$ cat config.mk
export PLATFORM = sky130hd
export DESIGN_NAME = bus_arb_agent
export DESIGN_NICKNAME = d
export VERILOG_FILES = /design/src/rtl/arb_agent_pkg.sv /design/src/rtl/arb_level_compete.sv /design/src/rtl/arb_tenure_timer.sv /design/src/rtl/arb_fair_gate.sv /design/src/rtl/bus_arb_agent.sv
export SDC_FILE = /design/constraint.sdc
export NUM_CORES = 1
export LEC_CHECK = 0
export BUFFER_PORTS_ARGS = -buffer_cell sky130_fd_sc_hd__buf_2
export CAP_MARGIN = 20
export CORE_MARGIN = 1.5
export CORE_UTILIZATION = 42
export DETAILED_ROUTE_END_ITERATION = 6
export PLACE_DENSITY = 0.68
export SYNTH_ARGS = -nofsm -noshare
export SYNTH_HDL_FRONTEND = slang
export SYNTH_SLANG_ARGS = --single-unit
$ cat constraint.sdc
create_clock -name clk_i -period 1.7 [get_ports clk_i]
set_input_delay 0.255 -clock clk_i [delete_from_list [all_inputs] [get_ports clk_i]]
set_output_delay 0.255 -clock clk_i [all_outputs]
set_load 0.01 [all_outputs]
$ cat src/rtl/arb_agent_pkg.sv
package arb_agent_pkg;
  localparam int unsigned LVL_W = 4;
  typedef logic [LVL_W-1:0] level_t;
  typedef enum logic [1:0] {ST_IDLE, ST_REQ, ST_COMPETE, ST_OWN} agent_state_e;
endpackage

$ cat src/rtl/arb_level_compete.sv
module arb_level_compete #(
  parameter int unsigned W = 4
) (
  input  logic         clk_i,
  input  logic         rst_ni,
  input  logic         active_i,
  input  logic [W-1:0] level_i,
  input  logic [W-1:0] bus_i,
  output logic [W-1:0] drive_o,
  output logic         match_o
);
  logic [W-1:0] stop_q, stop_d, lose_hit;
  logic         match_q;

  // own bit released but bus pulled low: lost at that bit
  assign lose_hit = level_i & ~bus_i;

  for (genvar i = 0; i < W; i++) begin : g_stop
    if (i == W-1) begin : g_top
      assign stop_d[i] = stop_q[i];
    end else begin : g_low
      assign stop_d[i] = stop_q[i] | (|lose_hit[W-1:i+1]);
    end
  end

  always_ff @(posedge clk_i or negedge rst_ni) begin
    if (!rst_ni) begin
      stop_q  <= '0;
      match_q <= 1'b0;
    end else if (!active_i) begin
      stop_q  <= '0;
      match_q <= 1'b0;
    end else begin
      stop_q  <= stop_d;
      match_q <= (bus_i == level_i);
    end
  end

  assign drive_o = active_i ? (level_i | stop_q) : '1;
  assign match_o = match_q;


  stop_sticky_chk: assert property (@(posedge clk_i) disable iff (!rst_ni)
    active_i && $past(active_i) |-> ((stop_q & $past(stop_q)) == $past(stop_q)));
endmodule

$ cat src/rtl/arb_tenure_timer.sv
module arb_tenure_timer #(
  parameter int unsigned TENURE_MAX = 975
) (
  input  logic clk_i,
  input  logic rst_ni,
  input  logic own_i,
  input  logic preempt_act_i,
  output logic expire_o
);
  localparam int unsigned CW = $clog2(TENURE_MAX + 1);
  logic [CW-1:0] cnt_q;
  logic          counting;

  assign counting = own_i & preempt_act_i;
  assign expire_o = counting && (cnt_q == CW'(TENURE_MAX - 1));

  always_ff @(posedge clk_i or negedge rst_ni) begin
    if (!rst_ni)                   cnt_q <= '0;
    else if (!counting || expire_o) cnt_q <= '0;
    else                           cnt_q <= cnt_q + 1'b1;
  end


  tenure_release_chk: assert property (@(posedge clk_i) disable iff (!rst_ni)
    expire_o |=> !own_i);

  tenure_bound_chk: assert property (@(posedge clk_i) disable iff (!rst_ni)
    cnt_q < CW'(TENURE_MAX));
endmodule

$ cat src/rtl/arb_fair_gate.sv
module arb_fair_gate (
  input  logic clk_i,
  input  logic rst_ni,
  input  logic fair_en_i,
  input  logic release_i,
  input  logic idle_i,
  input  logic preempt_idle_i,
  output logic block_o
);
  logic block_q;

  always_ff @(posedge clk_i or negedge rst_ni) begin
    if (!rst_ni)                        block_q <= 1'b0;
    else if (release_i && fair_en_i)    block_q <= 1'b1;
    else if (idle_i && preempt_idle_i)  block_q <= 1'b0;
  end

  assign block_o = block_q;
endmodule

$ cat src/rtl/bus_arb_agent.sv
module bus_arb_agent
  import arb_agent_pkg::*;
#(
  parameter int unsigned TENURE_MAX  = 975,
  parameter int unsigned SYNC_STAGES = 2
) (
  input  logic             clk_i,
  input  logic             rst_ni,
  input  logic             req_i,
  input  logic             burst_done_i,
  output logic             gnt_o,
  input  logic [LVL_W-1:0] cfg_level_i,
  input  logic             cfg_fair_i,
  input  logic             preempt_ni,
  output logic             preempt_drive_o,
  input  logic             arb_phase_i,
  input  logic [LVL_W-1:0] arb_bus_i,
  output logic [LVL_W-1:0] arb_drive_o
);
  agent_state_e state_q, state_d;
  level_t       lvl_q;
  logic         fair_q, phase_q;
  logic [SYNC_STAGES-1:0] sync_q;
  logic         preempt_act, expire, fair_block, won, compete_act, release_w;


  for (genvar i = 0; i < SYNC_STAGES; i++) begin : g_sync
    always_ff @(posedge clk_i or negedge rst_ni) begin
      if (!rst_ni) sync_q[i] <= 1'b1;
      else         sync_q[i] <= (i == 0) ? preempt_ni : sync_q[(i == 0) ? 0 : i-1];
    end
  end
  assign preempt_act = ~sync_q[SYNC_STAGES-1];

  always_comb begin
    state_d = state_q;
    unique case (state_q)
      ST_IDLE:    if (req_i && !fair_block) state_d = ST_REQ;
      ST_REQ:     if (!req_i) state_d = ST_IDLE;
                  else if (arb_phase_i && !phase_q) state_d = ST_COMPETE;
      ST_COMPETE: if (!arb_phase_i) state_d = won ? ST_OWN : ST_REQ;
      ST_OWN:     if (burst_done_i || expire) state_d = ST_IDLE;
      default:    state_d = ST_IDLE;
    endcase
  end

  always_ff @(posedge clk_i or negedge rst_ni) begin
    if (!rst_ni) begin
      state_q <= ST_IDLE;
      lvl_q   <= '1;
      fair_q  <= 1'b0;
      phase_q <= 1'b0;
    end else begin
      state_q <= state_d;
      phase_q <= arb_phase_i;
      if (state_q == ST_IDLE) begin
        lvl_q  <= cfg_level_i;
        fair_q <= cfg_fair_i;
      end
    end
  end

  assign compete_act = (state_q == ST_COMPETE) && arb_phase_i;
  assign release_w   = (state_q == ST_OWN) && (state_d == ST_IDLE);

  arb_level_compete #(.W(LVL_W)) u_compete (
    .clk_i    (clk_i),
    .rst_ni   (rst_ni),
    .active_i (compete_act),
    .level_i  (lvl_q),
    .bus_i    (arb_bus_i),
    .drive_o  (arb_drive_o),
    .match_o  (won)
  );

  arb_tenure_timer #(.TENURE_MAX(TENURE_MAX)) u_timer (
    .clk_i         (clk_i),
    .rst_ni        (rst_ni),
    .own_i         (state_q == ST_OWN),
    .preempt_act_i (preempt_act),
    .expire_o      (expire)
  );

  arb_fair_gate u_fair (
    .clk_i          (clk_i),
    .rst_ni         (rst_ni),
    .fair_en_i      (fair_q),
    .release_i      (release_w),
    .idle_i         (state_q == ST_IDLE),
    .preempt_idle_i (!preempt_act),
    .block_o        (fair_block)
  );

  assign gnt_o           = (state_q == ST_OWN);
  assign preempt_drive_o = (state_q == ST_REQ) || (state_q == ST_COMPETE);


  gnt_rise_chk: assert property (@(posedge clk_i) disable iff (!rst_ni)
    $rose(gnt_o) |-> $past(preempt_drive_o) && !$past(arb_phase_i) && !preempt_drive_o);

  drive_only_req_chk: assert property (@(posedge clk_i) disable iff (!rst_ni)
    (arb_drive_o != '1) |-> preempt_drive_o && arb_phase_i);

  fair_hold_chk: assert property (@(posedge clk_i) disable iff (!rst_ni)
    fair_block |-> !preempt_drive_o);

  cfg_hold_chk: assert property (@(posedge clk_i) disable iff (!rst_ni)
    (state_q != ST_IDLE) && ($past(state_q) != ST_IDLE) |-> $stable(lvl_q) && $stable(fair_q));
endmodule

==> metrics.cfg <==
[drt]
antenna_left = 0
drt_first_pass_iters = 4
wl_per_cell_um = 13.8
routed-via-count = 950
drt_first_iter_violations = 52
drc = 0
viasPerCell = 5.31
routed_wl_mm = 2.47

[die]
fp.dieH_um = 58.5
design.die.area_um2 = 3420
boundaryPins = 21
rows = 19
start_util_pct = 45.7
dieWidth_um = 58.5
core_area_um2 = 2830

[critical_path]
slowest_stage = dfrtp_1
critPathRequiredTime_ps = 1440
critPathCaptureType = primary output
reg2regPathDepth = 7
critPathMaxStageDelay_ps = 420
crit_path_start_kind = flip-flop
worstPathMaxFanout = 6
cp_top_family = flip-flops
r2r-start = state_q[1]
crit_chain = inv_2 > ha_4 > nand2_4 > or3_4 > buf_6
cp.arrival_ps = 1490
criticalPathCategory = reg -> out
r2r_setup_slack_ps = 30
r2r-end = u_fair.block_o
crit_buf_inv = 2

[yosys]
netlist_instances = 115
synthMostInstantiatedCell = dfrtp_1
synth.yosys.seq_area_share_pct = 49.0
synthFlopType = dfrtp_1
synth_top_area_share_pct = 36.8
ys_seq_elements = 25
netlist_area_um2 = 1290
ys_top_cells_by_count = 19 x dfrtp_1, 15 x nor2_1, 10 x ha_1, 7 x inv_1, 7 x xor2_1
synth_fp_nets = 140
synth-edff-count = 0
synthArstFlopShare_pct = 100
ys_warn_count = 0
yosys.cell_types.count = 34
avgSynthCellArea_um2 = 11.2
yosysTopAreaCell = dfrtp_1
ys_top_cells_by_area = dfrtp_1 37%, dfstp_2 12%, ha_1 9.7%

[cts]
cts_buffers = 3
clkTransAtPathRegs_ps = 130
clock_latency_ps = 310
clock-sinks = 25
h-tree-depth = 1
cts_tree = yes
clockBufferDepth = 2
root_buffer = clkbuf_4

[grt]
grt_max_degree = 26
overflow = 0
grt_use_total_pct = 16.4
grt_first_pass_wirelength_mm = 4.34
grt_pass1_vias = 1010
grt_antenna_before_repair = 0

[sta]
setup_ws_ps = -46.0
setup_viol = 3
max_freq_ghz = 0.573
finalCritPeriodShare_pct = 103
hold_viol_final = 0
clock_skew_ps = 3.13
relSlewSlack_pct = 63.8
timing.hold.ws_ps = 121
fin_crit_ps = 1750
rsz0062_at_grt = true
worst_pin_slew_ps = 542
slew_viol_final = 0

[place]
port_buffers = 20
dp_hpwl_mm = 1.78
dp_cells = 168
place_ws_ps = -11.2
place_congestion = 0.893

[worst_hold_path]
hp-class = in -> reg
min_from = arb_phase_i
min_path_cells = 1
min_to = phase_q

[run_status]
status = complete, but fails checks
violations = setup timing

[pwr]
leakage_nw = 0.707
pwr_density_cell_nw_per_um2 = 1020
vdd_drop_max_mv = 0.577

[finish]
syn_to_final_growth_pct = 22.9
instances_no_fill = 179
layout-drive-gt1-share_pct = 40.5
diodes = 0
fin_nets = 174
fill_cells = 245

[flow_run]
maxCapViolCount = 0

[per-layer routing]
layer / global-route usage, % / share of wire, % / vias to the layer above / wire length [µm]
met5: 0 / 0 / - / 0
met4: 5.98 / 2.4 / 0 / 60
met3: 1.98 / 2.0 / 6 / 49
met2: 29.1 / 49 / 16 / 1200
met1: 20.4 / 47 / 464 / 1160
li1: - / - / 464 / -
[placed cells by master (no fill, tap or decap), drive strengths merged, types with 2 or more instances in the layout]
master and instances:
dfstp 6, nand4 4, clkbuf 3, or3 4, inv 7, mux2 5, xor2 7, a31oi 2
a21oi 3, buf 29, nand2 6, nor3 2, a211oi 2, nand3b 2, ha 10, dfrtp 19
nand3 6, dlygate4sd3 2, nor2 15
[state kept, by name, summed over array words and instances, names as in the netlist]
register,cells
state_q,2
lvl_q,4
sync_q,2
u_compete.match_o,1
fair_q,1
u_timer.cnt_q,10
u_fair.block_o,1
phase_q,1
u_compete.stop_q,3
[layout make-up]
cell class,count,area (µm²),share of cell area (%)
inverter,7,26.3,1.65
sequential,25,634,39.9
timing repair buffer,31,200,12.6
clock buffer,3,22.5,1.42
tap,31,38.8,2.44
clock inverter,1,5.00,0.315
multi-input combinational,81,662,41.7
[how the worst max path moves through the flow]
stage	from	to	slack, ps	depth (start not counted)
final	state_q[0]	arb_drive_o[2]	-50	5
after global routing	state_q[0]	arb_drive_o[2]	-120	5
after CTS	state_q[0]	arb_drive_o[0]	-40	5
after detailed placement	state_q[1]	u_fair.block_o	-10	7
after global placement	state_q[1]	u_fair.block_o	110	7
after floorplan	state_q[0]	u_fair.block_o	130	7
[report_power, final]
part           internal (mW)  total, mW  switching [mW]
logic                  0.289      0.578           0.289
registers              0.717      0.784          0.0679
clock network         0.0880      0.258           0.170
[what timing repair did]
action	CTS	global route
endpoints found under the hold margin	19	1
setup buffers	4	1
hold buffers	1	1
setup endpoints to repair	5	10
gates resized for setup	7	5
pin swaps	1	1
[kinds of logic (layout without fill, tap and decap cells)]
kind of cell	count (synthesis)	count (layout)	share of synthesized area, %
adder cells (fa/ha/maj)	10	10	9.68
AO/OA/AOI/OAI	10	10	7.26
flip-flops	25	25	49.0
AND/OR/NAND/NOR	48	48	21.4
buffers and inverters	9	42	2.90
XOR/XNOR	8	8	5.42
multiplexers	5	5	4.36
[through the flow]
step	TNS (ps)	power (mW)	cell area, µm²	util [%]
2_1_floorplan	0	1.13	1290	-
3_3_place_gp	0	1.25	1450	51.3
3_5_place_dp	-11.2	1.28	1450	51.3
4_1_cts	-82.7	1.61	1540	54.5
5_1_grt	-439	1.74	1590	56.2
6_report	-86.0	1.62	1590	56.2
No activity file was read; power rests on OpenSTA's default activity.
